--- config.mk ---
export PLATFORM = sky130hd
export DESIGN_NAME = sd_init_seq
export DESIGN_NICKNAME = d
export VERILOG_FILES = /design/src/rtl/sd_init_pkg.sv /design/src/rtl/sd_warmup.sv /design/src/rtl/sd_poll_budget.sv /design/src/rtl/sd_reg_capture.sv /design/src/rtl/sd_init_fsm.sv /design/src/rtl/sd_init_seq.sv
export SDC_FILE = /design/constraint.sdc
export NUM_CORES = 1
export LEC_CHECK = 0
export BUFFER_PORTS_ARGS = -buffer_cell sky130_fd_sc_hd__buf_2
export CAP_MARGIN = 10
export CORE_AREA = 3 3 270 219
export CTS_BUF_LIST = sky130_fd_sc_hd__clkbuf_8 sky130_fd_sc_hd__clkbuf_16
export CTS_CLUSTER_DIAMETER = 150
export CTS_CLUSTER_SIZE = 30
export DETAILED_ROUTE_END_ITERATION = 8
export DIE_AREA = 0 0 273 222
export PLACE_DENSITY_LB_ADDON = 0.3
export SLEW_MARGIN = 25
export SYNTH_ARGS = -nofsm -noshare
export SYNTH_HDL_FRONTEND = slang
export SYNTH_SLANG_ARGS = --single-unit
--- constraint.sdc ---
create_clock -name clk -period 6.3 [get_ports clk]
set_clock_uncertainty 0.2 [all_clocks]
set_input_delay 0.63 -clock clk [delete_from_list [all_inputs] [get_ports clk]]
set_output_delay 0.63 -clock clk [all_outputs]
set_load 0.05 [all_outputs]
--- src/rtl/sd_init_pkg.sv ---
package sd_init_pkg;

    localparam int IDX_W  = 6;
    localparam int ARG_W  = 32;
    localparam int LONG_W = 128;
    localparam int RCA_W  = 16;
    localparam int WIN_W  = 24;

    localparam logic [IDX_W-1:0] IX_RESET    = 6'd0;
    localparam logic [IDX_W-1:0] IX_ALL_ID   = 6'd2;
    localparam logic [IDX_W-1:0] IX_ADDR     = 6'd3;
    localparam logic [IDX_W-1:0] IX_SELECT   = 6'd7;
    localparam logic [IDX_W-1:0] IX_CSD      = 6'd9;
    localparam logic [IDX_W-1:0] IX_CID      = 6'd10;
    localparam logic [IDX_W-1:0] IX_APP_PFX  = 6'd55;
    localparam logic [IDX_W-1:0] IX_OPCOND   = 6'd41;
    localparam logic [IDX_W-1:0] IX_PULLUP   = 6'd42;
    localparam logic [IDX_W-1:0] IX_STATUS   = 6'd13;
    localparam logic [IDX_W-1:0] IX_WIDTH    = 6'd6;

    typedef enum logic [4:0] {
        ST_WARM, ST_RESET, ST_PROBE, ST_POLL, ST_ALL_ID, ST_ADDR,
        ST_SELECT, ST_PULLUP, ST_STATUS, ST_DESELECT, ST_RD_CSD,
        ST_RD_CID, ST_RESELECT, ST_WIDTH, ST_DONE, ST_FAIL
    } step_e;

    typedef enum logic [2:0] {
        FL_NONE     = 3'd0,
        FL_NOT_SD   = 3'd1,
        FL_TIMEOUT  = 3'd2,
        FL_CRC      = 3'd3,
        FL_BAD_RCA  = 3'd4,
        FL_BAD_TYPE = 3'd5
    } fail_e;

    typedef struct packed {
        logic [IDX_W-1:0] idx;
        logic [ARG_W-1:0] arg;
        logic             app;
    } sd_cmd_t;

    function automatic logic needs_app(step_e s);
        return (s == ST_PROBE) || (s == ST_POLL) || (s == ST_PULLUP) ||
               (s == ST_STATUS) || (s == ST_WIDTH);
    endfunction

    function automatic logic in_opcond(step_e s);
        return (s == ST_PROBE) || (s == ST_POLL);
    endfunction

    function automatic logic flags_ignored(step_e s);
        return (s == ST_RESET) || (s == ST_DESELECT);
    endfunction

    function automatic logic is_issuing(step_e s);
        return !((s == ST_WARM) || (s == ST_DONE) || (s == ST_FAIL));
    endfunction

    function automatic step_e step_after(step_e s, logic pullup_off);
        step_e n;
        case (s)
            ST_WARM:     n = ST_RESET;
            ST_RESET:    n = ST_PROBE;
            ST_PROBE:    n = ST_POLL;
            ST_POLL:     n = ST_ALL_ID;
            ST_ALL_ID:   n = ST_ADDR;
            ST_ADDR:     n = ST_SELECT;
            ST_SELECT:   n = pullup_off ? ST_PULLUP : ST_STATUS;
            ST_PULLUP:   n = ST_STATUS;
            ST_STATUS:   n = ST_DESELECT;
            ST_DESELECT: n = ST_RD_CSD;
            ST_RD_CSD:   n = ST_RD_CID;
            ST_RD_CID:   n = ST_RESELECT;
            ST_RESELECT: n = ST_WIDTH;
            ST_WIDTH:    n = ST_DONE;
            default:     n = s;
        endcase
        return n;
    endfunction

    function automatic sd_cmd_t build_cmd(step_e s, logic prefix,
                                          logic [RCA_W-1:0] rca,
                                          logic [WIN_W-1:0] win,
                                          logic wide);
        sd_cmd_t c;
        logic [ARG_W-1:0] addr_arg;
        addr_arg = {rca, {(ARG_W-RCA_W){1'b0}}};
        c = '{idx: IX_RESET, arg: '0, app: 1'b0};
        if (prefix) begin
            c.idx = IX_APP_PFX;
            c.arg = addr_arg;
        end else begin
            c.app = needs_app(s);
            case (s)
                ST_PROBE:    c.idx = IX_OPCOND;
                ST_POLL:     begin c.idx = IX_OPCOND; c.arg = {{(ARG_W-WIN_W){1'b0}}, win}; end
                ST_ALL_ID:   c.idx = IX_ALL_ID;
                ST_ADDR:     c.idx = IX_ADDR;
                ST_SELECT:   begin c.idx = IX_SELECT; c.arg = addr_arg; end
                ST_PULLUP:   c.idx = IX_PULLUP;
                ST_STATUS:   c.idx = IX_STATUS;
                ST_DESELECT: c.idx = IX_SELECT;
                ST_RD_CSD:   begin c.idx = IX_CSD; c.arg = addr_arg; end
                ST_RD_CID:   begin c.idx = IX_CID; c.arg = addr_arg; end
                ST_RESELECT: begin c.idx = IX_SELECT; c.arg = addr_arg; end
                ST_WIDTH:    begin c.idx = IX_WIDTH; c.arg = wide ? 32'd2 : 32'd0; end
                default:     c.idx = IX_RESET;
            endcase
        end
        return c;
    endfunction

endpackage

--- src/rtl/sd_warmup.sv ---
module sd_warmup #(
    parameter int CYCLES = 80
) (
    input  logic clk,
    input  logic rst,
    output logic active
);
    localparam int CW = $clog2(CYCLES + 1);
    localparam logic [CW-1:0] LAST = CW'(CYCLES);

    logic [CW-1:0] cnt;

    assign active = (cnt != LAST);

    always_ff @(posedge clk) begin
        if (rst)
            cnt <= '0;
        else if (active)
            cnt <= cnt + 1'b1;
    end
endmodule

--- src/rtl/sd_poll_budget.sv ---
module sd_poll_budget #(
    parameter int POLL_W = 16
) (
    input  logic              clk,
    input  logic              rst,
    input  logic              clear,
    input  logic              bump,
    input  logic [POLL_W-1:0] limit,
    output logic              last
);
    logic [POLL_W-1:0] cnt;
    logic [POLL_W:0]   next_total;

    assign next_total = {1'b0, cnt} + {{POLL_W{1'b0}}, 1'b1};
    assign last       = next_total >= {1'b0, limit};

    always_ff @(posedge clk) begin
        if (rst || clear)
            cnt <= '0;
        else if (bump && (cnt != '1))
            cnt <= cnt + 1'b1;
    end
endmodule

--- src/rtl/sd_reg_capture.sv ---
module sd_reg_capture
    import sd_init_pkg::*;
(
    input  logic              clk,
    input  logic              rst,
    input  logic              accept,
    input  step_e             step,
    input  logic [LONG_W-1:0] rsp_data,
    output logic [ARG_W-1:0]  ocr,
    output logic [RCA_W-1:0]  rca,
    output logic [WIN_W-1:0]  win,
    output logic [LONG_W-1:0] cid,
    output logic [LONG_W-1:0] csd
);
    always_ff @(posedge clk) begin
        if (rst) begin
            ocr <= '0;
            rca <= '0;
            win <= '0;
            cid <= '0;
            csd <= '0;
        end else if (accept) begin
            case (step)
                ST_PROBE:  win <= rsp_data[WIN_W-1:0];
                ST_POLL:   ocr <= rsp_data[ARG_W-1:0];
                ST_ALL_ID,
                ST_RD_CID: cid <= rsp_data;
                ST_ADDR:   rca <= rsp_data[ARG_W-1:ARG_W-RCA_W];
                ST_RD_CSD: csd <= rsp_data;
                default: ;
            endcase
        end
    end
endmodule

--- src/rtl/sd_init_fsm.sv ---
module sd_init_fsm
    import sd_init_pkg::*;
(
    input  logic  clk,
    input  logic  rst,
    input  logic  warm_done,
    input  logic  pullup_off,
    input  logic  rsp_valid,
    input  logic  rsp_timeout,
    input  logic  rsp_crc_err,
    input  logic  rsp_ready,
    input  logic  rsp_rca_zero,
    input  logic  rsp_type_bad,
    input  logic  poll_last,
    output step_e step,
    output logic  prefix,
    output fail_e fail_why,
    output logic  accept,
    output logic  poll_clear,
    output logic  poll_bump
);
    step_e nxt_step;
    step_e adv;
    logic  nxt_pre;
    fail_e nxt_fail;
    fail_e to_code;

    always_comb begin
        adv      = step_after(step, pullup_off);
        to_code  = in_opcond(step) ? FL_NOT_SD : FL_TIMEOUT;
        nxt_step = step;
        nxt_pre  = prefix;
        nxt_fail = fail_why;
        accept     = 1'b0;
        poll_clear = 1'b0;
        poll_bump  = 1'b0;
        if (step == ST_WARM) begin
            if (warm_done) begin
                nxt_step = ST_RESET;
                nxt_pre  = 1'b0;
            end
        end else if (is_issuing(step) && rsp_valid) begin
            if (prefix) begin
                if (rsp_timeout) begin
                    nxt_step = ST_FAIL;
                    nxt_fail = to_code;
                end else if (rsp_crc_err) begin
                    nxt_step = ST_FAIL;
                    nxt_fail = FL_CRC;
                end else begin
                    nxt_pre = 1'b0;
                end
            end else if (!flags_ignored(step) && rsp_timeout) begin
                nxt_step = ST_FAIL;
                nxt_fail = to_code;
            end else if (!flags_ignored(step) && !in_opcond(step) && rsp_crc_err) begin
                nxt_step = ST_FAIL;
                nxt_fail = FL_CRC;
            end else begin
                accept = 1'b1;
                case (step)
                    ST_PROBE: begin
                        nxt_step   = adv;
                        nxt_pre    = 1'b1;
                        poll_clear = 1'b1;
                    end
                    ST_POLL: begin
                        if (rsp_ready) begin
                            nxt_step = adv;
                            nxt_pre  = needs_app(adv);
                        end else if (poll_last) begin
                            nxt_step = ST_FAIL;
                            nxt_fail = FL_NOT_SD;
                        end else begin
                            nxt_pre   = 1'b1;
                            poll_bump = 1'b1;
                        end
                    end
                    ST_ADDR: begin
                        if (rsp_rca_zero) begin
                            nxt_step = ST_FAIL;
                            nxt_fail = FL_BAD_RCA;
                        end else begin
                            nxt_step = adv;
                            nxt_pre  = needs_app(adv);
                        end
                    end
                    ST_STATUS: begin
                        if (rsp_type_bad) begin
                            nxt_step = ST_FAIL;
                            nxt_fail = FL_BAD_TYPE;
                        end else begin
                            nxt_step = adv;
                            nxt_pre  = needs_app(adv);
                        end
                    end
                    default: begin
                        nxt_step = adv;
                        nxt_pre  = needs_app(adv);
                    end
                endcase
            end
        end
    end

    always_ff @(posedge clk) begin
        if (rst) begin
            step     <= ST_WARM;
            prefix   <= 1'b0;
            fail_why <= FL_NONE;
        end else begin
            step     <= nxt_step;
            prefix   <= nxt_pre;
            fail_why <= nxt_fail;
        end
    end
endmodule

--- src/rtl/sd_init_seq.sv ---
module sd_init_seq
    import sd_init_pkg::*;
#(
    parameter int               WARMUP_CYCLES = 80,
    parameter int               POLL_W        = 16,
    parameter logic [23:0]      VDD_MASK      = 24'hFF8000
) (
    input  logic                clk,
    input  logic                rst,
    input  logic                acmd42_en,
    input  logic                bus_wide,
    input  logic [POLL_W-1:0]   poll_limit,
    output logic                warmup_active,
    output logic                cmd_req,
    output logic [5:0]          cmd_idx,
    output logic [31:0]         cmd_arg,
    output logic                cmd_app,
    input  logic                rsp_valid,
    input  logic [127:0]        rsp_data,
    input  logic                rsp_timeout,
    input  logic                rsp_crc_err,
    output logic                done,
    output logic                fail,
    output logic [2:0]          fail_code,
    output logic [31:0]         ocr,
    output logic [15:0]         rca,
    output logic [127:0]        cid,
    output logic [127:0]        csd
);
    step_e   step;
    logic    prefix;
    fail_e   fail_why;
    logic    accept;
    logic    poll_clear;
    logic    poll_bump;
    logic    poll_last;
    logic    [WIN_W-1:0] win;
    sd_cmd_t cmd_now;

    sd_warmup #(.CYCLES(WARMUP_CYCLES)) u_warm (
        .clk    (clk),
        .rst    (rst),
        .active (warmup_active)
    );

    sd_poll_budget #(.POLL_W(POLL_W)) u_budget (
        .clk   (clk),
        .rst   (rst),
        .clear (poll_clear),
        .bump  (poll_bump),
        .limit (poll_limit),
        .last  (poll_last)
    );

    sd_init_fsm u_fsm (
        .clk          (clk),
        .rst          (rst),
        .warm_done    (!warmup_active),
        .pullup_off   (acmd42_en),
        .rsp_valid    (rsp_valid),
        .rsp_timeout  (rsp_timeout),
        .rsp_crc_err  (rsp_crc_err),
        .rsp_ready    (rsp_data[ARG_W-1]),
        .rsp_rca_zero (rsp_data[ARG_W-1:ARG_W-RCA_W] == '0),
        .rsp_type_bad (|rsp_data[LONG_W-1:LONG_W-8]),
        .poll_last    (poll_last),
        .step         (step),
        .prefix       (prefix),
        .fail_why     (fail_why),
        .accept       (accept),
        .poll_clear   (poll_clear),
        .poll_bump    (poll_bump)
    );

    sd_reg_capture u_cap (
        .clk      (clk),
        .rst      (rst),
        .accept   (accept),
        .step     (step),
        .rsp_data (rsp_data),
        .ocr      (ocr),
        .rca      (rca),
        .win      (win),
        .cid      (cid),
        .csd      (csd)
    );

    always_comb begin
        cmd_now = build_cmd(step, prefix, rca, win & VDD_MASK, bus_wide);
    end

    assign cmd_req   = is_issuing(step);
    assign cmd_idx   = cmd_now.idx;
    assign cmd_arg   = cmd_now.arg;
    assign cmd_app   = cmd_now.app;
    assign done      = (step == ST_DONE);
    assign fail      = (step == ST_FAIL);
    assign fail_code = fail_why;
endmodule

==> impl_metrics.csv <==
group,metric,value,unit
outcome,outcome,"finished clean",
yosys,ys_seq_area_share,49.0,%
global_route,overflow,0,
yosys,synth_seq_cells,345,
global_route,grt_usage,15.3,%
placed_design,routabilityCongestion,0.830,
finish,syn2layout_area_growth,23.9,%
global_route,grt_pass1_vias,11928,
clocking,path_clk_slew,0.12,ns
worst_setup_path,cp_data_arrival_time,3.71,ns
clocking,ctsResizeCount,0,
clocking,clockBufferDepth,3,
floorplan,dieArea,0.0606,sq mm
clocking,cts_num_sinks,345,
yosys,synth_edf_count,0,
yosys,syn-cell-area,0.0141,sq mm
worst_hold_path,hp-class,"in -> reg",
timing,fin_crit,4.54,ns
worst_setup_path,cp_slowest_cell,"dfxtp_1",
timing,setup_tns,0,ns
route,drc,0,
global_route,grt_pass1_wl,73500,microns
floorplan,die_h,222,microns
yosys,synth_area_per_cell,8.54,sq um
timing,maxSlewViolCount,0,
worst_setup_path,critPathLaunch,"u_fsm.step[1]",
worst_setup_path,max_stage_delay,0.91,ns
floorplan,dieWidth,273,microns
worst_setup_path,r2r_slack,2.11,ns
route,dr.pass1.iters,5,
timing,hold_violations,0,
global_route,grt.busiest_layer,"met2",
global_route,grt_use_met1,20.1,%
global_route,antenna_found_initial,6,
worst_setup_path,required,5.47,ns
route,routed_wl,49900,microns
worst_setup_path,cp-start-kind,"register",
floorplan,core-area,0.0565,sq mm
worst_setup_path,cp_max_fo,29,
worst_setup_path,cp_cell_sequence,"or4b_4 > or2_1 > nor2_1 > a22o_1 > buf_2",
clocking,cts-htree-levels,1,
route,vias,12749,
finish,fillers,6046,
power_and_ir_drop,vdd_drop_max,0.137,mV
route,antenna_left,0,
run,drv_cap,0,
route,dr.first_iter.drc_count,827,
finish,seqCellArea,0.00691,sq mm
yosys,syn_inst,1652,
placed_design,placed_cells,2795,
finish,drive_above_1_share,26.3,%
finish,nets,2224,
power_and_ir_drop,pwr_density_cell,205,mW/mm^2
global_route,gr-usage-met2,25.6,%
timing,holdWs,0.130,ns
route,wl_per_cell,17.7,microns
floorplan,row_count,78,
timing,grt_setup_unrepaired,"no",
global_route,grt_util_met3,3.07,%
timing,fin_crit_sh,72.1,%
yosys,ys.flop_type,"dfxtp_1",
clocking,cts_setup_buffers,0,
worst_setup_path,end_kind,"primary output",
finish,multi_input_area,0.00645,sq mm
finish,fin_area,0.0175,sq mm
clocking,cts-root-buf,"clkbuf_16",
timing,tightest_slew,1.05,ns
floorplan,start_util,25.0,%
timing,finalSetupViolations,0,
yosys,synthArstFlopShare,0,%
yosys,synth_commonest_cells,"nand2_1, dfxtp_1, a21oi_1, nor2_1, mux2i_1",
timing,slew_headroom,30.1,%
clocking,clk_latency,0.54,ns
placed_design,post-dp-hpwl,35800,microns
floorplan,ios,501,
yosys,synth_top_area_share,49.0,%
global_route,grt_max_degree,214,
worst_setup_path,r2r_start,"u_budget.cnt[0]",
route,via_per_inst,4.52,
yosys,synth.distinct_cells,63,
worst_hold_path,worstHoldStart,"rsp_data[104]",
finish,fin_cells,2822,
yosys,synthTopCellsByArea,"dfxtp_1, nand2_1, mux2i_1",
worst_setup_path,setup.worst_path.class,"reg -> out",
placed_design,numPortBuffers,486,
placed_design,dpl_cell_area,0.0170,sq mm
power_and_ir_drop,cellLeakagePower,7.27,nW
timing,fmaxAchievable,0.220,GHz
yosys,synth_warnings,0,
yosys,yosys.area.top_type,"dfxtp_1",
yosys,synth.most_common_cell,"nand2_1",
clocking,cts_hold_buf,0,
clocking,cts_buffers,15,
clocking,cts_tree,"done",
## sequential cells by signal (all words and copies together) (netlist names)
name / cells
u_cap.csd: 128
u_budget.cnt: 16
u_fsm.fail_why: 3
u_warm.cnt: 7
u_cap.win: 9
u_cap.rca: 16
u_cap.cid: 128
u_cap.ocr: 32
u_fsm.prefix: 1
u_fsm.step: 5
## worst max-delay path, delay by kind of cell (launching register included)
family	cells	cell delay, ns
and+or+nand+nor	3	1.66
AOI/OAI and AO/OA	1	0.32
DFF	1	0.91
buffers and inverters	1	0.29
## where the power goes
part | switching [mW] | internal (mW) | total [mW]
combinational | 0.149 | 0.0646 | 0.214
sequential | 0.00361 | 2.18 | 2.19
clock | 0.727 | 0.446 | 1.17
## cells by family after synthesis
family                     Yosys count  share of synthesized area (%)
muxes                              146                           10.4
AOI/OAI and AO/OA                  283                           11.3
other                                1                         0.0266
DFF                                345                           49.0
and+or+nand+nor                    679                           20.5
adders and majority gates           19                           1.69
xor gates and xnor gates            22                           1.37
buffers and inverters              157                           5.82
## routing by layer
layer / part of all wire (%) / vias up
li1: - / 6270
met1: 45 / 6088
met2: 48 / 340
met3: 5.6 / 51
met4: 2.1 / 0
met5: 0 / -
## worst paths after layout
path,end,cells past startpoint
min reg2reg,u_cap.csd[64],2
min,u_cap.csd[104],3
max,cmd_arg[20],5
max reg2reg,u_budget.cnt[13],14
## cell type report
class,count,area share [%]
sequential,345,39.5
multi-input combinational,1163,36.9
timing repair buffer,501,15.1
tap,760,5.44
clock buffer,15,2.15
inverter,28,0.602
clock inverter,4,0.172
antenna,6,0.0860
## through the flow
step	power (mW)	util, %	setup WS (ns)
2_1_floorplan	2.35	-	2.77
3_3_place_gp	2.45	30.1	1.92
3_5_place_dp	2.45	30.1	1.67
4_1_cts	3.64	30.8	1.61
5_1_grt	3.71	30.9	1.52
6_report	3.57	30.9	1.76
## placed cells by master (no fill, tap or decap), types with 5 or more instances in the layout
cell and instances:
a21boi_0 7, a21o_1 7, a21oi_1 207, a22o_1 7, and2_1 12, and3_1 5
buf_2 485, buf_4 8, clkbuf_16 15, conb_1 14, dfxtp_1 345, diode_2 6
ha_1 19, inv_1 28, mux2i_1 145, nand2_1 388, nand2b_1 8, nand3_1 17
nand4_1 12, nor2_1 168, nor2b_1 7, nor3_1 11, nor4_1 8, o21ai_0 19
or2_2 8, or3_1 13, or4_1 6, xnor2_1 15, xor2_1 7
No activity file was read; power rests on OpenSTA's default activity.
